==> src/rtl/wdog_pkg.sv <==
`timescale 1ns/1ps
package wdog_pkg;
  localparam int WORD_W = 32;
  localparam int IX_W   = 3;
  localparam int CTL_W  = 3;

  // control bit positions
  localparam int CTL_RUN = 0;
  localparam int CTL_RST = 1;
  localparam int CTL_IRQ = 2;

  localparam logic [WORD_W-1:0] KICK_KEY  = 32'h0000_5AB9;
  localparam logic [WORD_W-1:0] REV_CODE  = 32'h0001_0601;
  localparam logic [WORD_W-1:0] RELOAD_PO = 32'h03EF_1480;

  typedef enum logic [IX_W-1:0] {
    WIX_COUNT   = 3'd0,
    WIX_RELOAD  = 3'd1,
    WIX_KICK    = 3'd2,
    WIX_CTRL    = 3'd3,
    WIX_STATUS  = 3'd4,
    WIX_SCLR    = 3'd5,
    WIX_ILEN    = 3'd6,
    WIX_REV     = 3'd7
  } word_ix_e;

  // one count step: decrement on tick, saturate at zero
  function automatic logic [WORD_W-1:0] count_step(input logic [WORD_W-1:0] c,
                                                   input logic tick);
    return (tick && (c != '0)) ? c - 1'b1 : c;
  endfunction

  function automatic logic is_kick(input logic [WORD_W-1:0] d);
    return d == KICK_KEY;
  endfunction
endpackage

==> src/rtl/wdog_regs.sv <==
`timescale 1ns/1ps
module wdog_regs
  import wdog_pkg::*;
#(
  parameter int AW = 8,
  parameter logic [WORD_W-1:0] RELOAD_INIT = RELOAD_PO
) (
  input  logic              clk,
  input  logic              rst_n,
  input  logic              bus_req,
  input  logic              bus_we,
  input  logic [AW-1:0]     bus_addr,
  input  logic [WORD_W-1:0] bus_wdata,
  output logic [WORD_W-1:0] reload_q,
  output logic [CTL_W-1:0]  ctrl_q,
  output logic [WORD_W-1:0] ilen_q,
  output logic [IX_W-1:0]   word_ix,
  output logic              mapped,
  output logic              start_evt,
  output logic              stop_evt,
  output logic              kick_evt,
  output logic              sclr_evt
);
  localparam int HI_W = AW - 2 - IX_W;

  logic wr_acc;
  logic wr_reload, wr_ctrl, wr_kick, wr_sclr, wr_ilen;

  assign word_ix = bus_addr[IX_W+1:2];
  generate
    if (HI_W > 0) begin : g_hi
      assign mapped = (bus_addr[1:0] == 2'b00) && (bus_addr[AW-1:IX_W+2] == '0);
    end else begin : g_nohi
      assign mapped = (bus_addr[1:0] == 2'b00);
    end
  endgenerate

  assign wr_acc    = bus_req & bus_we & mapped;
  assign wr_reload = wr_acc && (word_ix == WIX_RELOAD);
  assign wr_ctrl   = wr_acc && (word_ix == WIX_CTRL);
  assign wr_kick   = wr_acc && (word_ix == WIX_KICK);
  assign wr_sclr   = wr_acc && (word_ix == WIX_SCLR);
  assign wr_ilen   = wr_acc && (word_ix == WIX_ILEN);

  assign start_evt = wr_ctrl & bus_wdata[CTL_RUN] & ~ctrl_q[CTL_RUN];
  assign stop_evt  = wr_ctrl & ~bus_wdata[CTL_RUN];
  assign kick_evt  = wr_kick & ctrl_q[CTL_RUN] & is_kick(bus_wdata);
  assign sclr_evt  = wr_sclr & bus_wdata[0];

  always_ff @(posedge clk or negedge rst_n) begin
    if (!rst_n) begin
      reload_q <= RELOAD_INIT;
      ctrl_q   <= '0;
      ilen_q   <= '0;
    end else begin
      if (wr_reload) reload_q <= bus_wdata;
      if (wr_ctrl)   ctrl_q   <= bus_wdata[CTL_W-1:0];
      if (wr_ilen)   ilen_q   <= bus_wdata;
    end
  end
endmodule

==> src/rtl/wdog_counter.sv <==
`timescale 1ns/1ps
module wdog_counter
  import wdog_pkg::*;
(
  input  logic              clk,
  input  logic              rst_n,
  input  logic              run,
  input  logic              tick,
  input  logic              load_evt,
  input  logic              stop_evt,
  input  logic [WORD_W-1:0] reload,
  output logic [WORD_W-1:0] cnt_q,
  output logic              armed_q,
  output logic              expire_evt
);
  assign expire_evt = armed_q & run & (cnt_q == '0) & ~load_evt & ~stop_evt;

  always_ff @(posedge clk or negedge rst_n) begin
    if (!rst_n) begin
      cnt_q   <= '0;
      armed_q <= 1'b0;
    end else if (load_evt) begin
      cnt_q   <= reload;
      armed_q <= 1'b1;
    end else if (stop_evt || expire_evt) begin
      armed_q <= 1'b0;
    end else if (run && armed_q) begin
      cnt_q   <= count_step(cnt_q, tick);
    end
  end
endmodule

==> src/rtl/wdog_alarm.sv <==
`timescale 1ns/1ps
module wdog_alarm (
  input  logic clk,
  input  logic rst_n,
  input  logic expire_evt,
  input  logic sclr_evt,
  input  logic rst_en,
  input  logic irq_en,
  output logic status_q,
  output logic irq,
  output logic rst_req
);
  always_ff @(posedge clk or negedge rst_n) begin
    if (!rst_n) begin
      status_q <= 1'b0;
      rst_req  <= 1'b0;
    end else begin
      if (expire_evt)    status_q <= 1'b1;
      else if (sclr_evt) status_q <= 1'b0;
      rst_req <= expire_evt & rst_en;
    end
  end

  assign irq = status_q & irq_en;
endmodule

==> src/rtl/wdog_periph.sv <==
`timescale 1ns/1ps
module wdog_periph
  import wdog_pkg::*;
#(
  parameter int AW = 8,
  parameter logic [WORD_W-1:0] RELOAD_INIT = RELOAD_PO
) (
  input  logic              clk,
  input  logic              rst_n,
  input  logic              tick_en,
  input  logic              bus_req,
  input  logic              bus_we,
  input  logic [AW-1:0]     bus_addr,
  input  logic [WORD_W-1:0] bus_wdata,
  output logic [WORD_W-1:0] bus_rdata,
  output logic              wdt_irq,
  output logic              wdt_rst_req
);
  logic [WORD_W-1:0] reload_q, ilen_q, cnt_q;
  logic [CTL_W-1:0]  ctrl_q;
  logic [IX_W-1:0]   word_ix;
  logic              mapped;
  logic              start_evt, stop_evt, kick_evt, sclr_evt, load_evt;
  logic              armed, expire_evt, status_q;

  assign load_evt = start_evt | kick_evt;

  wdog_regs #(.AW(AW), .RELOAD_INIT(RELOAD_INIT)) u_regs (
    .clk(clk), .rst_n(rst_n),
    .bus_req(bus_req), .bus_we(bus_we), .bus_addr(bus_addr), .bus_wdata(bus_wdata),
    .reload_q(reload_q), .ctrl_q(ctrl_q), .ilen_q(ilen_q),
    .word_ix(word_ix), .mapped(mapped),
    .start_evt(start_evt), .stop_evt(stop_evt), .kick_evt(kick_evt), .sclr_evt(sclr_evt)
  );

  wdog_counter u_cnt (
    .clk(clk), .rst_n(rst_n),
    .run(ctrl_q[CTL_RUN]), .tick(tick_en),
    .load_evt(load_evt), .stop_evt(stop_evt), .reload(reload_q),
    .cnt_q(cnt_q), .armed_q(armed), .expire_evt(expire_evt)
  );

  wdog_alarm u_alarm (
    .clk(clk), .rst_n(rst_n),
    .expire_evt(expire_evt), .sclr_evt(sclr_evt),
    .rst_en(ctrl_q[CTL_RST]), .irq_en(ctrl_q[CTL_IRQ]),
    .status_q(status_q), .irq(wdt_irq), .rst_req(wdt_rst_req)
  );

  // read path: combinational
  always_comb begin
    bus_rdata = '0;
    if (bus_req && !bus_we && mapped) begin
      case (word_ix)
        WIX_COUNT:  bus_rdata = ctrl_q[CTL_RUN] ? cnt_q : reload_q;
        WIX_RELOAD: bus_rdata = reload_q;
        WIX_CTRL:   bus_rdata = {{(WORD_W-CTL_W){1'b0}}, ctrl_q};
        WIX_STATUS: bus_rdata = {{(WORD_W-1){1'b0}}, status_q};
        WIX_ILEN:   bus_rdata = ilen_q;
        WIX_REV:    bus_rdata = REV_CODE;
        default:    bus_rdata = '0;
      endcase
    end
  end
endmodule

==> config.mk <==
export PLATFORM = sky130hd
export DESIGN_NAME = wdog_periph
export DESIGN_NICKNAME = d
export VERILOG_FILES = /design/src/rtl/wdog_pkg.sv /design/src/rtl/wdog_regs.sv /design/src/rtl/wdog_counter.sv /design/src/rtl/wdog_alarm.sv /design/src/rtl/wdog_periph.sv
export SDC_FILE = /design/constraint.sdc
export NUM_CORES = 1
export LEC_CHECK = 0
export BUFFER_PORTS_ARGS = -buffer_cell sky130_fd_sc_hd__clkbuf_2
export CAP_MARGIN = 15
export CORE_ASPECT_RATIO = 1.75
export CORE_UTILIZATION = 53
export DETAILED_ROUTE_END_ITERATION = 6
export GPL_TIMING_DRIVEN = 0
export PLACE_DENSITY = 0.85
export SYNTH_ARGS = -nofsm -noshare
export SYNTH_HDL_FRONTEND = slang
export SYNTH_HIERARCHICAL = 1
export SYNTH_SLANG_ARGS = --single-unit
==> constraint.sdc <==
create_clock -name clk -period 2.6 [get_ports clk]
set_input_delay 0.13 -clock clk [delete_from_list [all_inputs] [get_ports clk]]
set_output_delay 0.13 -clock clk [all_outputs]
set_load 0.05 [all_outputs]
# Word-level counts from Yosys, hierarchy flattened
# Index checks and enable logic that the tools add are counted.
# totals
reg_bits	102
in_bits	45
out_inout_bits	34
word_cells	69
# op_classes
n_addsub	1
n_eq_ne	9
muxes	11
n_bitwise	19
reduce_logical	22
# ops
operator	count
$mux 32	6
$pmux 32 s6	1
$eq 32x15->1 const B	1
$logic_not 32->1	1
$reduce_bool 32->1	1
$sub 32x1->32 const B	1
$and 1x1->1	14
$eq 3x3->1 const B	4
$logic_and 1x1->1	10
$reduce_bool 2->1	4
$eq 3x2->1 const B	2
$logic_not 3->1	2
$mux 1	4
$not 1->1	4
$eq 3x1->1 const B	1
$reduce_and 3->1	1
$logic_not 2->1	1
$ne 2x1->1 const B	1
$logic_not 1->1	1
$logic_or 1x1->1	1
$or 1x1->1	1

# Logic depth before layout (Yosys ltp)
# depth
depth_word	13
ltp_mapped	10
ltp_nobuf	8

# By module
# The synthesis kept the hierarchy.
# modules_own_cells
mod	instances	cells_per_inst	area_each_um2	seq_area_each_um2
wdog_regs	1	172	2748.9	1691.6
wdog_counter	1	236	2083.2	825.8
wdog_periph	1	163	1104.8	0.0
wdog_alarm	1	6	73.8	50.0

# Worst setup path before layout
# Ideal clock, no wire load.
# synth_path
path_type	reg-to-reg
startpoint	reg u_cnt.cnt_q[18]
endpoint	reg u_cnt.cnt_q[28]
setup_time_ns	0.125
t_arrival_ns	2.480
required_time_ns	2.475
slack_ns	-0.005
stages_incl_launch_ff	7
path_buffers	1
synth_period_minus_slack_ns	2.605
path_cell_list	dfrtp_1 or4_4 or4_1 buf_2 or4_4 xnor2_1 mux2_2
# synth_between
elab_chain_len	7
word_cells_on_any_way	15
classes_between	add/sub: 1; eq/ne: 1; mux: 4; bitwise: 3; reduce/logical: 6
# synth_lines
item	line_no	text
start: declaration	wdog_counter.sv:12	output logic [WORD_W-1:0] cnt_q,
start signal: assignment	wdog_counter.sv:23	cnt_q <= reload;
start signal: assignment	wdog_counter.sv:28	cnt_q <= count_step(cnt_q, tick);
branches (longest 7 deep; another with $sub 32x1->32)	n/a	
# Parallel ways; which one is timed is not known. The select of a mux whose other input is x is not followed.
# A chain may end at the register's enable or synchronous reset.

# Worst setup path after layout
# layout_path
startpoint	reg u_regs.ctrl_q[0]
endpoint	reg u_cnt.cnt_q[15]
# layout_between
elab_chain_len	9
word_cells_on_any_way	17
classes_between	eq/ne: 1; mux: 1; bitwise: 10; reduce/logical: 5
# layout_lines
item	line_no	text
start: declaration	wdog_regs.sv:15	output logic [CTL_W-1:0] ctrl_q,
start signal: assignment	wdog_regs.sv:57	if (wr_ctrl) ctrl_q <= bus_wdata[CTL_W-1:0];
$and 1x1->1 (*) (2 in a row)	wdog_regs.sv:47	assign kick_evt = wr_kick & ctrl_q[CTL_RUN] & is_kick(bus_wdata);
named net kick_evt	wdog_periph.sv:23	logic start_evt, stop_evt, kick_evt, sclr_evt, load_evt;
$or 1x1->1 (*)	wdog_periph.sv:26	assign load_evt = start_evt | kick_evt;
named net load_evt	wdog_periph.sv:23	
$not 1->1	wdog_counter.sv:16	assign expire_evt = armed_q & run & (cnt_q == '0) & ~load_evt & ~stop_evt;
$and 1x1->1 (2 in a row)	wdog_counter.sv:16	
$logic_or 1x1->1	wdog_counter.sv:25	end else if (stop_evt || expire_evt) begin
$ne 2x1->1 (no source line)	n/a	
$reduce_and 3->1 (no source line)	n/a	
# Mark *: on every way through the listed nets, which the timed path passes. The rest lies on a longest branch.

==> impl_metrics.tcl <==
set metrics [dict create \
    grt_max_degree 67 \
    vdd.ir_drop.worst_mv 0.370 \
    worstPathArrival_ns 2.81 \
    mostFrequentLayoutCells "dfrtp_1 (88), clkbuf_2 (82), mux2_2 (78)" \
    numPlacedInstances 788 \
    fin_cells 820 \
    max_slew_margin_pct 48.9 \
    endpoint_kind "flop" \
    avgSynthCellArea_um2 10.4 \
    clock_path_buffers 2 \
    synth_top_family_by_area "simple AND/OR/NAND/NOR gates" \
    cp_max_fo 10 \
    initial_utilization_pct 54.1 \
    yosys.cell_types.count 65 \
    drv_slew 0 \
    numCtsBuffers 9 \
    critical_path_depth 8 \
    synth_warnings 6 \
    nNetsFinal 729 \
    synth_enable_flop_cells 0 \
    grt_remaining_overflow 0 \
    final_common_cell "dfrtp_1" \
    netlist_area_um2 6010 \
    vias 5450 \
    io-pin-count 79 \
    diodes 0 \
    grt_setup_unrepaired "no" \
    drive_gt1_share_pct 41.1 \
    ys_async_sr_fraction_pct 100 \
    ys_ff_latch 102 \
    finalClockSkew_ns 0.0109 \
    whs_ns 0.0135 \
    cap_violations 0 \
    grt_pass1_wl_um 28800 \
    crit_buf_inv 2 \
    portBuffers 78 \
    min_period_over_period_pct 99.0 \
    routed_via_density 6.65 \
    worstMarginPinSlew_ns 0.759 \
    powerDensity_nw_per_um2 471 \
    synthCells 577 \
    fin_area_um2 7190 \
    synth_ff_type "dfrtp_1" \
    path_class "flop to flop" \
    num_rows 51 \
    cts.reportedPaths.clkPinSlew_ns 0.07 \
    cpMaxStageDelayCell "dfrtp_2" \
    wirelength_um 18700 \
    fmax_ghz 0.389 \
    drtIter0Drc 563 \
    cp_top_family "simple AND/OR/NAND/NOR gates" \
    core_um2 11100 \
    r2r_start "u_regs/ctrl_q[0]" \
    min_from "bus_wdata[12]" \
    cp_cell_sequence "nor4b_2 > nand4_1 > nor4_1 > or2_2 > clkinv_2 > clkbuf_2 > o211ai_1 > nand3_1" \
    numClockSinks 102 \
    drc 0 \
    area_growth_pct 19.7 \
    clkLatencyLatePin_ns 0.36 \
    firstDrtPassIters 5 \
    antenna_found_initial 0 \
    synth-xor-area-share_pct 2.04 \
    fin_crit_ns 2.57 \
    synthSimpleGateAreaFrac_pct 20.2 \
    finalHoldViolCount 0 \
    die_height_um 143 \
    syn_nets 623 \
    p_leak_uw 0.00321 \
    grt_usage_pct 33.6 \
    synth_mux_area_share_pct 16.1 \
    outcome "finished clean" \
    synth-compound-area-share_pct 14.5 \
    htree_levels 3 \
    placed_cell_area_um2 6610 \
    drt.antenna.violating_nets 0 \
    reg2reg_depth 8 \
    critPathLaunchType "flop" \
    crit_start "u_regs/ctrl_q[0]" \
    grt_pass1_vias 5538 \
    final-setup-viol-count 0 \
    hold_path_class "input port to flop" \
    clock-root-buffer "clkbuf_16" \
    dpl.hpwl_um 13100 \
    final.setup.tns_ns 0 \
    crit_path_max_incr_delay_ns 0.47 \
    critPathRequiredTime_ns 2.84 \
    min_path_cells 2 \
    tritoncts "yes" \
    yosys.area_share.adder_pct 0.208 \
    place_congestion 0.976 \
    dieArea_um2 11800 \
    wl_per_cell_um 22.8 \
    die_w_um 82.5 \
    ys_seq_area_share_pct 42.7 \
]
[worst paths after layout]
path | endpoint | slack [ns]
worst max register to register | u_cnt/cnt_q[15] | 0.03
worst min-delay path | u_regs/reload_q[12] | 0.01
max in group asynchronous | u_regs/reload_q[21] | 1.50
worst max-delay path | u_cnt/cnt_q[15] | 0.03
min in group asynchronous | u_regs/ctrl_q[1] | 0.34
worst min register to register | u_regs/ilen_q[27] | 0.51
[through the flow]
step	setup WS (ns)	power, uW	util (%)
2_1_floorplan	0.00621	1850	-
3_3_place_gp	-0.591	1990	59.2
3_5_place_dp	-0.608	2000	59.5
4_1_cts	0.00430	3360	63.9
5_1_grt	0.000467	3490	64.8
6_report	0.0264	3390	64.8
[timing repair]
action                                  in CTS  in global routing
cloned                                       1                  0
gates resized for setup                     33                 21
endpoints found under the hold margin       34                  0
hold buffers                                 1                  0
pin swaps                                    6                  4
endpoints found under the setup margin      49                 46
setup buffers                               11                  6
[Yosys cell counts (5+ instances only)]
cell      count  share of area [%]
a21o_1       14                1.7
a21oi_1       5               0.42
a21oi_2      13                1.9
a22oi_1      15                1.9
a311oi_1      5               0.73
a31oi_1      11                1.1
buf_2        12                1.0
buf_6         7                1.3
clkbuf_1     19                1.2
dfrtp_1      90                 37
dfstp_2      12                5.2
inv_1         5               0.31
mux2_1        7                1.3
mux2_2       78                 15
nand2_1      51                3.2
nand3_1      15                1.2
nand3b_1     16                2.0
nand4_1       6               0.62
nor2_1       36                2.2
nor2b_1       5               0.52
nor3_1       12                1.0
nor4_1       10                1.0
o21ai_0      24                2.0
o31ai_1       5               0.62
or3_1        11                1.1
or4_1        10                1.2
xnor2_1      13                1.9
[report_power, final]
part | total (uW) | internal [uW] | switching, uW
Sequential | 1660 | 1620 | 31.6
Combinational | 380 | 154 | 226
Clock | 1350 | 692 | 663
Total | 3390 | 2470 | 920
[layout make-up]
cell class              instances  area [um^2]
plain buffers                  38          245
clock buffers                  10          239
clock inverters                 6         53.8
fillers                       862         3910
inverters                       6         23.8
multi-input cells             428         3330
flip-flops and latches        102         2570
well taps                     132          165
repair buffers                 98          567
[cells by family (layout without fill, tap and decap cells)]
logic type	Yosys count	count (layout)
adders and majority gates	1	1
and+or+nand+nor	211	211
xor gates and xnor gates	14	14
muxes	86	86
buffers and inverters	47	158
AOI/OAI and AO/OA	116	116
DFF	102	102
[metal layers]
metal	routed length, um	vias to the layer above	track usage, %
met2	9550	291	55.3
met5	0	-	0
met3	1270	111	6.77
met4	1200	0	22.6
met1	6710	2687	38.2
li1	-	2361	-
[flip-flops by register name, indices dropped and copies added, names as in the netlist]
name              flops
u_cnt/cnt_q          32
u_regs/ilen_q        32
u_regs/reload_q      32
u_regs/ctrl_q         3
u_alarm/rst_req       1
u_alarm/status_q      1
u_cnt/armed_q         1
No activity file was read; power rests on OpenSTA's default activity.
